File: src/rtl/csq_pkg.sv
package csq_pkg;

    typedef enum logic [1:0] {
        PL_IDLE = 2'd0,
        PL_WAIT = 2'd1,
        PL_LOAD = 2'd2
    } pl_state_e;

endpackage

File: src/rtl/csq_carrier.sv
module csq_carrier #(
    parameter int PERIOD = 64,
    parameter int CNT_W  = $clog2(PERIOD)
) (
    input  logic             clk,
    input  logic             rst_n,
    input  logic             drv_en,
    output logic [CNT_W-1:0] cnt,
    output logic             run,
    output logic             drv_a,
    output logic             drv_b,
    output logic             turn_on
);

    localparam logic [CNT_W-1:0] HALF_C = CNT_W'(PERIOD / 2);
    localparam logic [CNT_W-1:0] LAST_C = CNT_W'(PERIOD - 1);

    typedef struct packed {
        logic             run;
        logic [CNT_W-1:0] cnt;
        logic             drv_a;
        logic             drv_b;
    } car_t;

    car_t car_d, car_q;

    always_comb begin
        car_d     = car_q;
        car_d.run = drv_en;
        if (drv_en && car_q.run) begin
            car_d.cnt = (car_q.cnt == LAST_C) ? '0 : car_q.cnt + 1'b1;
        end else begin
            car_d.cnt = '0;
        end
        // first half of the period drives high, falling edge marks 0 degrees
        car_d.drv_a = drv_en && (car_d.cnt < HALF_C);
        car_d.drv_b = !drv_en || (car_d.cnt >= HALF_C);
    end

    always_ff @(posedge clk or negedge rst_n) begin
        if (!rst_n) begin
            car_q <= '{run: 1'b0, cnt: '0, drv_a: 1'b0, drv_b: 1'b1};
        end else begin
            car_q <= car_d;
        end
    end

    assign cnt     = car_q.cnt;
    assign run     = car_q.run;
    assign drv_a   = car_q.drv_a;
    assign drv_b   = car_q.drv_b;
    assign turn_on = drv_en && !car_q.run;

endmodule

File: src/rtl/csq_phase.sv
module csq_phase #(
    parameter int PERIOD     = 64,
    parameter int NPOS       = 16,
    parameter int STEP       = 2,
    parameter int STB_CYC    = 4,
    parameter int RESET_CODE = 8,
    parameter int LOW_STEPS  = 7,
    parameter int ANT_STEPS  = 4,
    parameter int CNT_W      = $clog2(PERIOD)
) (
    input  logic             clk,
    input  logic             rst_n,
    input  logic             run,
    input  logic [CNT_W-1:0] cnt,
    input  logic             wake,
    input  logic             ant_ph,
    output logic             sample_stb
);

    localparam int CODE_W  = $clog2(NPOS);
    localparam int HALF    = PERIOD / 2;
    localparam int BASE    = HALF - LOW_STEPS * STEP;
    localparam int WIN_LO  = HALF - ANT_STEPS * STEP;
    localparam int WIN_HI  = WIN_LO + NPOS * STEP - 1;
    localparam int EV_BASE = RESET_CODE - ANT_STEPS;

    localparam logic [CNT_W-1:0]  BASE_C   = CNT_W'(BASE);
    localparam logic [CNT_W-1:0]  WIN_LO_C = CNT_W'(WIN_LO);
    localparam logic [CNT_W-1:0]  WIN_HI_C = CNT_W'(WIN_HI);
    localparam logic [CNT_W-1:0]  STEP_C   = CNT_W'(STEP);
    localparam logic [CNT_W-1:0]  STB_C    = CNT_W'(STB_CYC);
    localparam logic [CNT_W-1:0]  LAST_C   = CNT_W'(PERIOD - 1);
    localparam logic [CNT_W-1:0]  EVB_C    = CNT_W'(EV_BASE);
    localparam logic [CNT_W-1:0]  MAXC_W   = CNT_W'(NPOS - 1);
    localparam logic [CODE_W-1:0] MAXC     = CODE_W'(NPOS - 1);
    localparam logic [CODE_W-1:0] RST_C    = CODE_W'(RESET_CODE);

    typedef struct packed {
        logic              armed;
        logic              prev;
        logic [CODE_W-1:0] meas;
        logic [CODE_W-1:0] app;
    } ph_t;

    ph_t ph_d, ph_q;

    logic [CNT_W-1:0]  meas_off, meas_steps, meas_sum;
    logic [CODE_W-1:0] meas_code;
    logic              in_win;
    logic [CNT_W-1:0]  stb_start, stb_off;

    always_comb begin
        ph_d      = ph_q;
        ph_d.prev = ant_ph;

        // edge position relative to the -45 degree window start, in steps
        meas_off   = cnt - WIN_LO_C;
        meas_steps = meas_off / STEP_C;
        meas_sum   = meas_steps + EVB_C;
        meas_code  = (meas_sum > MAXC_W) ? MAXC : meas_sum[CODE_W-1:0];
        in_win     = (cnt >= WIN_LO_C) && (cnt <= WIN_HI_C);

        if (wake) begin
            ph_d.armed = 1'b1;
        end else if (ph_q.armed && run && in_win && ph_q.prev && !ant_ph) begin
            ph_d.meas  = meas_code;
            ph_d.armed = 1'b0;
        end

        // new code only takes effect on a period boundary
        if (!run || cnt == LAST_C) begin
            ph_d.app = ph_q.meas;
        end

        stb_start = BASE_C + STEP_C * CNT_W'(ph_q.app);
        stb_off   = cnt - stb_start;
    end

    always_ff @(posedge clk or negedge rst_n) begin
        if (!rst_n) begin
            ph_q <= '{armed: 1'b1, prev: 1'b0, meas: RST_C, app: RST_C};
        end else begin
            ph_q <= ph_d;
        end
    end

    assign sample_stb = run && (stb_off < STB_C);

endmodule

File: src/rtl/csq_preload.sv
module csq_preload
    import csq_pkg::*;
#(
    parameter int ON_DLY   = 2048,
    parameter int WAKE_DLY = 4144,
    parameter int PL_LEN   = 1024
) (
    input  logic clk,
    input  logic rst_n,
    input  logic turn_on,
    input  logic wake,
    output logic preload_en
);

    localparam int MAXD  = (ON_DLY > WAKE_DLY) ? ON_DLY : WAKE_DLY;
    localparam int MAXV  = (MAXD > PL_LEN) ? MAXD : PL_LEN;
    localparam int TMR_W = $clog2(MAXV + 1);

    localparam logic [TMR_W-1:0] ON_M1   = TMR_W'(ON_DLY - 1);
    localparam logic [TMR_W-1:0] WAKE_M1 = TMR_W'(WAKE_DLY - 1);
    localparam logic [TMR_W-1:0] WAKE_RS = TMR_W'(WAKE_DLY);
    localparam logic [TMR_W-1:0] LEN_M1  = TMR_W'(PL_LEN - 1);

    typedef struct packed {
        pl_state_e        st;
        logic [TMR_W-1:0] tmr;
    } pl_t;

    pl_t pl_d, pl_q;

    always_comb begin
        pl_d = pl_q;
        if (wake) begin
            pl_d.st  = PL_WAIT;
            pl_d.tmr = WAKE_M1;
        end else if (turn_on) begin
            pl_d.st  = PL_WAIT;
            pl_d.tmr = ON_M1;
        end else begin
            case (pl_q.st)
                PL_WAIT: begin
                    if (pl_q.tmr == '0) begin
                        pl_d.st  = PL_LOAD;
                        pl_d.tmr = LEN_M1;
                    end else begin
                        pl_d.tmr = pl_q.tmr - 1'b1;
                    end
                end
                PL_LOAD: begin
                    if (pl_q.tmr == '0) begin
                        pl_d.st  = PL_IDLE;
                        pl_d.tmr = '0;
                    end else begin
                        pl_d.tmr = pl_q.tmr - 1'b1;
                    end
                end
                default: ;
            endcase
        end
    end

    // reset value one above the wake delay: the first live edge acts as trigger
    always_ff @(posedge clk or negedge rst_n) begin
        if (!rst_n) begin
            pl_q <= '{st: PL_WAIT, tmr: WAKE_RS};
        end else begin
            pl_q <= pl_d;
        end
    end

    assign preload_en = (pl_q.st == PL_LOAD);

endmodule

File: src/rtl/carrier_phase_seq.sv
module carrier_phase_seq #(
    parameter int PRE_DIV    = 2,
    parameter int CAR_DIV    = 32,
    parameter int NPOS       = 16,
    parameter int STB_CYC    = 4,
    parameter int RESET_CODE = 8,
    parameter int LOW_STEPS  = 7,
    parameter int ANT_STEPS  = 4,
    parameter int ON_DLY     = 2048,
    parameter int WAKE_DLY   = 4144,
    parameter int PL_LEN     = 1024
) (
    input  logic clk,
    input  logic rst_n,
    input  logic drv_en,
    input  logic wake,
    input  logic ant_ph,
    output logic drv_a,
    output logic drv_b,
    output logic sample_stb,
    output logic preload_en
);

    localparam int PERIOD = PRE_DIV * CAR_DIV;
    localparam int CNT_W  = $clog2(PERIOD);
    localparam int STEP   = PERIOD / (2 * NPOS);

    logic [CNT_W-1:0] cnt;
    logic             run;
    logic             turn_on;

    csq_carrier #(
        .PERIOD (PERIOD),
        .CNT_W  (CNT_W)
    ) u_carrier (
        .clk     (clk),
        .rst_n   (rst_n),
        .drv_en  (drv_en),
        .cnt     (cnt),
        .run     (run),
        .drv_a   (drv_a),
        .drv_b   (drv_b),
        .turn_on (turn_on)
    );

    csq_phase #(
        .PERIOD     (PERIOD),
        .NPOS       (NPOS),
        .STEP       (STEP),
        .STB_CYC    (STB_CYC),
        .RESET_CODE (RESET_CODE),
        .LOW_STEPS  (LOW_STEPS),
        .ANT_STEPS  (ANT_STEPS),
        .CNT_W      (CNT_W)
    ) u_phase (
        .clk        (clk),
        .rst_n      (rst_n),
        .run        (run),
        .cnt        (cnt),
        .wake       (wake),
        .ant_ph     (ant_ph),
        .sample_stb (sample_stb)
    );

    csq_preload #(
        .ON_DLY   (ON_DLY),
        .WAKE_DLY (WAKE_DLY),
        .PL_LEN   (PL_LEN)
    ) u_preload (
        .clk        (clk),
        .rst_n      (rst_n),
        .turn_on    (turn_on),
        .wake       (wake),
        .preload_en (preload_en)
    );

endmodule

File: config.mk
export PLATFORM = sky130hd
export DESIGN_NAME = carrier_phase_seq
export DESIGN_NICKNAME = d
export VERILOG_FILES = /design/src/rtl/csq_pkg.sv /design/src/rtl/csq_carrier.sv /design/src/rtl/csq_phase.sv /design/src/rtl/csq_preload.sv /design/src/rtl/carrier_phase_seq.sv
export SDC_FILE = /design/constraint.sdc
export NUM_CORES = 1
export LEC_CHECK = 0
export ABC_CLOCK_PERIOD_IN_PS = 4760
export BUFFER_PORTS_ARGS = -buffer_cell sky130_fd_sc_hd__buf_2
export CELL_PAD_IN_SITES_DETAIL_PLACEMENT = 1
export CELL_PAD_IN_SITES_GLOBAL_PLACEMENT = 1
export CORE_MARGIN = 3
export CORE_UTILIZATION = 40
export DETAILED_ROUTE_END_ITERATION = 6
export PLACE_DENSITY = 0.8
export SETUP_SLACK_MARGIN = 0.5
export SLEW_MARGIN = 0
export SYNTH_ARGS = -nofsm -noshare
export SYNTH_HDL_FRONTEND = slang
export SYNTH_HIERARCHICAL = 1
export SYNTH_SLANG_ARGS = --single-unit
File: constraint.sdc
create_clock -name clk -period 4.76 [get_ports clk]
set_clock_uncertainty 0.1 [all_clocks]
set_input_delay 0.952 -clock clk [delete_from_list [all_inputs] [get_ports clk]]
set_output_delay 0.952 -clock clk [all_outputs]
set_load 0.02 [all_outputs]
# Word-level counts from Yosys, hierarchy flattened
# Cells that the tools add are included.
# word_totals
ff_bits	34
# classes
add_sub_neg	6
order_cmp	6
eq_ne	5
muxes	12
bitwise_logic	1
reduce_logical	19
# op_table
operator	count
15-bit two-way mux	2
15-bit case mux with 2 select lines	1
13-bit two-way mux	2
13-bit zero test	1
13-bit by 1-bit subtractor with 13-bit output, second input constant	1
6-bit two-way mux	2
1-bit logical AND	9
5-bit by 3-bit adder with 6-bit output, second input constant	1
5-bit by 5-bit adder with 6-bit output, first input constant	1
6-bit by 1-bit adder with 6-bit output, second input constant	1
6-bit == test, second input constant	1
6-bit by 5-bit greater-or-equal comparator with 1-bit output, second input constant	1
6-bit greater-or-equal comparator, second input constant	1
6-bit by 4-bit > comparator with 1-bit output, second input constant	1
6-bit less-or-equal comparator, second input constant	1
6-bit by 3-bit < comparator with 1-bit output, second input constant	1
6-bit < comparator, second input constant	1
6-bit by 5-bit subtractor with 6-bit output, second input constant	1
6-bit subtractor	1
2-bit two-way mux	2
4-bit two-way mux	1
4-bit by 2-bit != test with 1-bit output, second input constant	1
4-bit by 3-bit != test with 1-bit output, second input constant	1
4-bit nonzero test	1
other kinds (9)	13

# Longest topological paths before layout
# Gate-level depths: netlist (run 1).
# logic_depth
ltp_word	7
depth_mapped	8
depth_no_buf	8

# By module
# Netlist (run 1), hierarchy kept.
# by_module_without_submodules
mod	n_inst	cells_each	area_each_um2
csq_preload	1	122	1026.0
csq_phase	1	65	688.2
csq_carrier	1	34	386.6

# Worst setup path before layout (run 1)
# Ideal clock, no wire load.
# synth_path
path_kind	reg-to-output
startpoint	reg u_carrier.car_q, in the netlist u_carrier/cnt[2]
endpoint	out sample_stb
t_arrival_ns	2.276
path_slack_ns	1.432
path_stages_with_launch	9
path_buffers	0
cell_sequence	dfrtp_1 > inv_1 > ha_1 > inv_1 > ha_1 > nor2b_1 > o21a_1 > or3_1 > a211oi_1
# synth_via
elab_chain_len	3
# synth_rtl
item	line	source
start, declared	csq_carrier.sv:25	car_t car_d, car_q;
start signal, assigned	csq_carrier.sv:42	car_q <= '{run: 1'b0, cnt: '0, drv_a: 1'b0, drv_b: 1'b1};
start signal, assigned	csq_carrier.sv:44	car_q <= car_d;
6-bit subtractor	csq_phase.sv:76	stb_off = cnt - stb_start;
6-bit by 3-bit < comparator with 1-bit output	csq_phase.sv:87	assign sample_stb = run && (stb_off < STB_C);
1-bit logical AND	csq_phase.sv:87	
end, declared	carrier_phase_seq.sv:20	output logic sample_stb,
# Every way passes these cells.

# Worst setup path after layout (run 1)
# Ends and elaborated chain as after synthesis.

==> results.py, run 1 <==
metrics = {
    "timing": {
        "hold_violations": 0,
        "worstMarginPinSlew_ns": 0.818,
        "final_max_slew_viol_count": 0,
        "period_share_pct": 75.6,
        "min_period_ns": 3.60,
        "whs_ns": 0.398,
        "finalSetupViolCount": 0,
        "finalSetupTns_ns": 0,
        "slew_headroom_pct": 44.7,
        "rsz0062_at_grt": "false",
        "max_clock_freq_mhz": 278,
        "fin_ws_ns": 1.16,
    },
    "cts": {
        "cts_resized": 0,
        "cts_hold_buffers": 0,
        "clock_sinks": 34,
        "clockBufferDepth": 2,
        "clock_latency_ns": 0.29,
        "cts_inserted_buffers": 5,
        "htreeDepth": 2,
        "root_buffer": "clkbuf_8",
        "path_clk_slew_ns": 0.07,
        "post-cts-setup-buffers": 0,
        "cts_tree": "done",
    },
    "critical_path": {
        "start_kind": "flip-flop",
        "path_cells": "inv_1 -> ha_1 -> inv_1 -> ha_1 -> nor2b_1 -> o21a_1 -> or3_1 -> a211oi_1 -> buf_2",
        "critPathMaxStageDelay_ns": 0.49,
        "crit_type": "reg -> out",
        "cpMaxStageDelayCell": "dfrtp_1",
        "timing.critical_path.fanout_max": 7,
        "required_ns": 3.71,
        "cp_top_family": "adder cells",
        "end_kind": "output pin",
        "arrival_ns": 2.55,
        "critPathBufInv": 3,
    },
    "detailed_routing": {
        "vias": 1691,
        "drt_iter0_drc": 77,
        "post-route-drc-count": 0,
        "dr.pass1.iters": 4,
        "viasPerCell": 5.69,
        "wl_mm": 4.87,
        "avgRoutedWirePerCell_um": 16.4,
        "postRouteAntennaNets": 0,
    },
    "place": {
        "dp_slack_ns": 1.47,
        "portBuffers": 8,
        "gp_congestion": 0.901,
        "dp_hpwl_mm": 3.50,
    },
    "yosys": {
        "ys_seq_area_share_pct": 41.0,
        "syn-mean-instance-area_um2": 9.51,
        "synth_top_cell_by_area": "dfrtp_1",
        "yosysMostFrequentCell": "dfrtp_1",
        "synthCells": 221,
        "syn_nets": 238,
        "postSynth.asyncResetShare_pct": 100,
        "synth_top_flop_cell": "dfrtp_1",
        "synthTopCellsByArea": "dfrtp_1, dfstp_2, ha_1, nor2_1, nand2_1",
        "synth_edf_count": 0,
        "yosysUniqueCellTypes": 53,
        "synthTopCellsByCount": "dfrtp_1, nor2_1, nand2_1",
        "syn_area_um2": 2100,
        "ys_warn_count": 6,
        "synth.top_cell.area_share_pct": 31.0,
        "ys_ff_latch": 34,
    },
    "grt": {
        "antenna_found_initial": 0,
        "grt_max_degree": 35,
        "grt.total_usage_pct": 17.5,
        "grt_pass1_vias": 1662,
        "grt_pass1_wl_mm": 8.38,
        "grt-ovfl-total": 0,
    },
    "floorplan": {
        "die-area_um2": 6160,
        "chipHeight_um": 78.5,
        "core_region_area_um2": 4910,
        "std_cell_rows": 25,
        "initial_core_util_pct": 42.8,
        "ios": 9,
        "die_w_um": 78.5,
    },
    "run_status": {
        "status": "complete, no violations",
    },
    "power": {
        "total_power_mw": 0.578,
        "vdd_drop_max_uv": 144,
        "p_per_area_nw_per_um2": 253,
        "leakage_nw": 0.902,
    },
    "final_layout": {
        "insertedDiodeCount": 0,
        "areaGrowthSynthToFinish_pct": 8.87,
        "layout.nets": 246,
        "utilization_pct": 46.6,
        "drive_gt1_share_pct": 13.9,
    },
    "job": {
        "cap_viol_max_count": 0,
    },
    "worst_hold_path": {
        "hold_path_class": "reg -> reg",
    },
}
layout by cell type (no fill, tap or decap), types with 7 or more instances in the layout:
cell type	n
buf_2	8
dfrtp_1	26
dfstp_2	8
ha_1	11
inv_1	12
nand2_1	14
nand3_1	7
nor2_1	19
nor3_1	10
o21ai_0	8
cell families after synthesis:
kind of cell / Yosys count / synth area share (%)
adder cells (fa/ha/maj): 12 / 7.50
AND/OR/NAND/NOR: 86 / 22.5
buffers and inverters: 20 / 3.69
flip-flops: 34 / 41.0
AO/OA/AOI/OAI: 55 / 19.1
multiplexers: 4 / 2.08
XOR/XNOR: 10 / 4.17
state kept, by name, summed over array words and instances, names as in the netlist:
signal,flops
u_phase/ph_q,10
u_preload/pl_q,15
u_carrier/run,1
u_carrier/drv_a,1
u_carrier/drv_b,1
u_carrier/cnt,6
routing by layer:
| layer | vias up | share of wire [%] | global-route usage [%] |
|---|---|---|---|
| met5 | - | 0 | 0 |
| met4 | 0 | 1.6 | 5.77 |
| met3 | 8 | 2.5 | 4.24 |
| met2 | 22 | 45 | 26.0 |
| met1 | 841 | 51 | 24.9 |
| li1 | 820 | - | - |
area by class of cell:
type | instances | area (um^2)
Clock buffer | 7 | 86.3
Fill cell | 599 | 2620
Multi-Input combinational cell | 167 | 1160
Tap cell | 67 | 83.8
Timing Repair Buffer | 8 | 40.0
Clock inverter | 1 | 5.00
Inverter | 13 | 48.8
Sequential cell | 34 | 861
worst reg2reg max path, stage by stage (launching register included):
cell and delay, ns:
dfrtp_1 0.42, inv_1 0.07, ha_1 0.23, or4b_1 0.60
nor4_4 0.46, nor3b_1 0.12, o41ai_2 0.35
final timing paths:
kind | from | to | slack [ns] | depth (start not counted)
setup reg to reg | u_preload/pl_q[0] | u_preload/pl_q[5] | 2.32 | 6
min in group asynchronous | rst_n | u_preload/pl_q[6] | 0.63 | 1
max in group asynchronous | rst_n | u_preload/pl_q[2] | 3.43 | 1
hold / removal | u_phase/ph_q[7] | u_phase/ph_q[3] | 0.40 | 2
hold reg to reg | u_phase/ph_q[7] | u_phase/ph_q[3] | 0.40 | 2
setup / recovery | u_carrier/cnt[2] | sample_stb | 1.16 | 9
report_power, final:
| part | internal, mW | total, mW | switching, mW | leakage [nW] |
|---|---|---|---|---|
| combinational | 0.0148 | 0.0426 | 0.0278 | 0.438 |
| sequential | 0.298 | 0.308 | 0.00994 | 0.416 |
| clock | 0.117 | 0.227 | 0.110 | 0.0482 |
stage by stage:
stage / area (um^2) / instances
finish: 2290 / 297
global route: 2290 / 297
CTS: 2290 / 297
detailed placement: 2200 / 289
global placement: 2200 / 289
floorplan: 2100 / 221
(Power assumes the default switching activity.)
==> run 2, diff against run 1 <==
Settings changed: ABC_AREA from default to 1, ABC_CLOCK_PERIOD_IN_PS 4760 to 3100, PLACE_DENSITY 0.8 to 0.86.
Clock period 4.76 ns to 3.1 ns, I/O delays scaled along.
==> results.py, run 2 <==
metrics = {
    "run_status": {
        "status": "complete, no violations",
    },
    "detailed_routing": {
        "viasPerCell": 5.04,
        "postRouteAntennaNets": 0,
        "avgRoutedWirePerCell_um": 14.7,
        "vias": 1981,
        "wl_mm": 5.76,
        "post-route-drc-count": 0,
        "dr.pass1.iters": 4,
        "drt_iter0_drc": 72,
    },
    "power": {
        "power.internal_mw": 0.724,
        "power_frac_seq_pct": 48.3,
        "leakage_nw": 1.26,
        "p_per_area_nw_per_um2": 371,
        "p_switching_mw": 0.253,
        "power_frac_clock_pct": 42.9,
        "power_frac_comb_pct": 8.8,
        "switching_share_pct": 25.9,
        "total_power_mw": 0.977,
        "vdd_drop_max_uv": 312,
    },
    "grt": {
        "grt_pass1_wl_mm": 10.1,
        "grt-ovfl-total": 0,
        "antenna_found_initial": 0,
        "grt_pass1_vias": 2135,
        "grt.total_usage_pct": 20.4,
        "grt_max_degree": 35,
    },
    "critical_path": {
        "r2r-start": "u_carrier/run",
        "path_cells": "inv_4 -> ha_4 -> fa_2 -> buf_6 -> xnor2_1 -> nor2_1 -> nand2_1 -> nor2_2 -> buf_6",
        "cp_top_family": "adder cells",
        "end_kind": "output pin",
        "critPathBufInv": 3,
        "start_kind": "flip-flop",
        "crit_top_cell": "buf_6",
        "timing.critical_path.fanout_max": 2,
        "worst-r2r-cell-count": 6,
        "r2r_slack_ns": 1.05,
        "r2r_end": "u_preload/pl_q[0]",
        "crit_type": "reg -> out",
        "arrival_ns": 2.06,
        "cpMaxStageDelayCell": "dfrtp_2",
        "required_ns": 2.38,
        "critPathMaxStageDelay_ns": 0.44,
    },
    "yosys": {
        "ys_warn_count": 6,
        "synthTopCellsByCount": "nand2_1, inv_1, nor2_1",
        "ys_ff_latch": 34,
        "syn-mean-instance-area_um2": 7.44,
        "yosysUniqueCellTypes": 29,
        "yosysMostFrequentCell": "nand2_1",
        "syn_area_um2": 2250,
        "synth.top_cell.area_share_pct": 28.9,
        "synthTopCellsByArea": "dfrtp_1, nand2_1, dfstp_2, inv_1, ha_1",
        "synth_top_flop_cell": "dfrtp_1",
        "synth_edf_count": 0,
        "synth_top_cell_by_area": "dfrtp_1",
        "ys_seq_area_share_pct": 38.2,
        "postSynth.asyncResetShare_pct": 100,
        "synthCells": 303,
        "syn_nets": 320,
    },
    "place": {
        "gp_congestion": 0.835,
        "portBuffers": 8,
        "place_inst": 380,
        "dp_slack_ns": 0.349,
        "dp_hpwl_mm": 4.05,
    },
    "final_layout": {
        "largest_register": "u_preload/pl_q",
        "most-common-layout-cells": "nand2_1, inv_1, nor2_1",
        "final_common_cell": "nand2_1",
        "layout.nets": 339,
        "nFillCells": 701,
        "areaGrowthSynthToFinish_pct": 16.8,
        "final_cell_count_no_fill": 393,
        "drive_gt1_share_pct": 23.8,
        "top_regs": "u_preload/pl_q: 15 flops, u_phase/ph_q: 10 flops, u_carrier/cnt: 6 flops",
        "multi_input_area_um2": 1290,
        "utilization_pct": 49.9,
        "regArea_um2": 866,
        "insertedDiodeCount": 0,
        "largest_register_ffs": 15,
    },
    "cts": {
        "cts_tree": "done",
        "clockBufferDepth": 2,
        "clock_latency_ns": 0.30,
        "root_buffer": "clkbuf_8",
        "htreeDepth": 2,
        "clock_sinks": 34,
        "path_clk_slew_ns": 0.08,
        "cts_inserted_buffers": 5,
    },
    "floorplan": {
        "core_region_area_um2": 5270,
        "die_w_um": 81.1,
        "ios": 9,
        "std_cell_rows": 26,
        "initial_core_util_pct": 42.8,
        "die-area_um2": 6570,
        "chipHeight_um": 81.1,
    },
    "timing": {
        "worstMarginPinSlew_ns": 0.757,
        "fin_ws_ns": 0.320,
        "finalSetupViolCount": 0,
        "rsz0062_at_grt": "true",
        "max_clock_freq_mhz": 360,
        "period_share_pct": 89.7,
        "min_period_ns": 2.78,
        "slew_headroom_pct": 49.5,
        "hold_violations": 0,
        "final_max_slew_viol_count": 0,
        "finalSetupTns_ns": 0,
    },
    "worst_hold_path": {
        "hold_path_class": "in -> async",
    },
    "job": {
        "cap_viol_max_count": 0,
    },
}
-- run 2: changes by cell type after synthesis, moves of 9 or more --
| cell | delta |
|---|---|
| a21oi_1 | +9 |
| inv_1 | +29 |
| nand2_1 | +85 |
| nand3_1 | +15 |
| nor2_1 | +11 |
| nor3_1 | -10 |
-- run 2: worst reg2reg max path, delay by kind of cell, from the launching register on --
| kind | cells | cell delay [ns] |
|---|---|---|
| AOI/OAI and AO/OA | 2 | 0.36 |
| DFF | 1 | 0.53 |
| and+or+nand+nor | 3 | 0.57 |
| buffers and inverters | 1 | 0.37 |
-- run 2: how the worst max path moves through the flow --
stage,startpoint,endpoint,slack [ns],depth (start not counted)
floorplan,u_carrier/cnt[2],sample_stb,0.53,7
global placement,u_carrier/cnt[2],sample_stb,0.41,8
detailed placement,u_carrier/cnt[2],sample_stb,0.35,8
CTS,u_carrier/cnt[2],sample_stb,0.37,8
global route,u_carrier/cnt[1],sample_stb,0.22,9
finish,u_carrier/cnt[1],sample_stb,0.32,9
-- run 2: timing repair --
action	in CTS	in global routing
hold endpoints to repair	0	0
pin swaps	1	8
gates resized for setup	14	7
setup endpoints to repair	1	1
setup buffers	3	2
hold buffers	0	0
-- run 2: routing by layer --
layer	vias to the layer above	share of wire (%)	track usage (%)
li1	974	-	-
met1	964	44	24.8
met2	31	51	35.9
met3	12	2.8	3.88
met4	0	2.3	6.93
met5	-	0	0
-- run 2: power groups by stage --
stage	Combinational (mW)	Clock (mW)	Sequential (mW)
after CTS	0.0856	0.430	0.472
after floorplan	0.0508	0	0.479
after global routing	0.0998	0.449	0.474
after global placement	0.0771	0	0.480
final	0.0860	0.419	0.473
after detailed placement	0.0811	0	0.480
-- run 2: kinds of logic (layout without fill, tap and decap cells) --
| group | Yosys count | in the layout | synth area share (%) |
|---|---|---|---|
| and+or+nand+nor | 178 | 178 | 38.0 |
| xor gates and xnor gates | 5 | 5 | 1.94 |
| buffers and inverters | 49 | 69 | 8.72 |
| adders and majority gates | 12 | 12 | 7.00 |
| AOI/OAI and AO/OA | 25 | 25 | 6.11 |
| DFF | 34 | 34 | 38.2 |
-- run 2: cell type report --
type                            instances  share of cell area [%]
Sequential cell                        34                    32.9
Clock buffer                            5                    2.62
Timing Repair Buffer                   13                    3.33
Multi-Input combinational cell        220                    49.0
Inverter                               48                    7.13
Tap cell                               70                    3.33
Clock inverter                          3                    1.71
-- run 2: stage by stage --
| stage | cell area, um^2 | hold slack [ns] |
|---|---|---|
| floorplan | 2260 | 0.224 |
| global placement | 2370 | 0.358 |
| detailed placement | 2370 | 0.361 |
| CTS | 2580 | 0.332 |
| global route | 2630 | 0.343 |
| finish | 2630 | 0.290 |
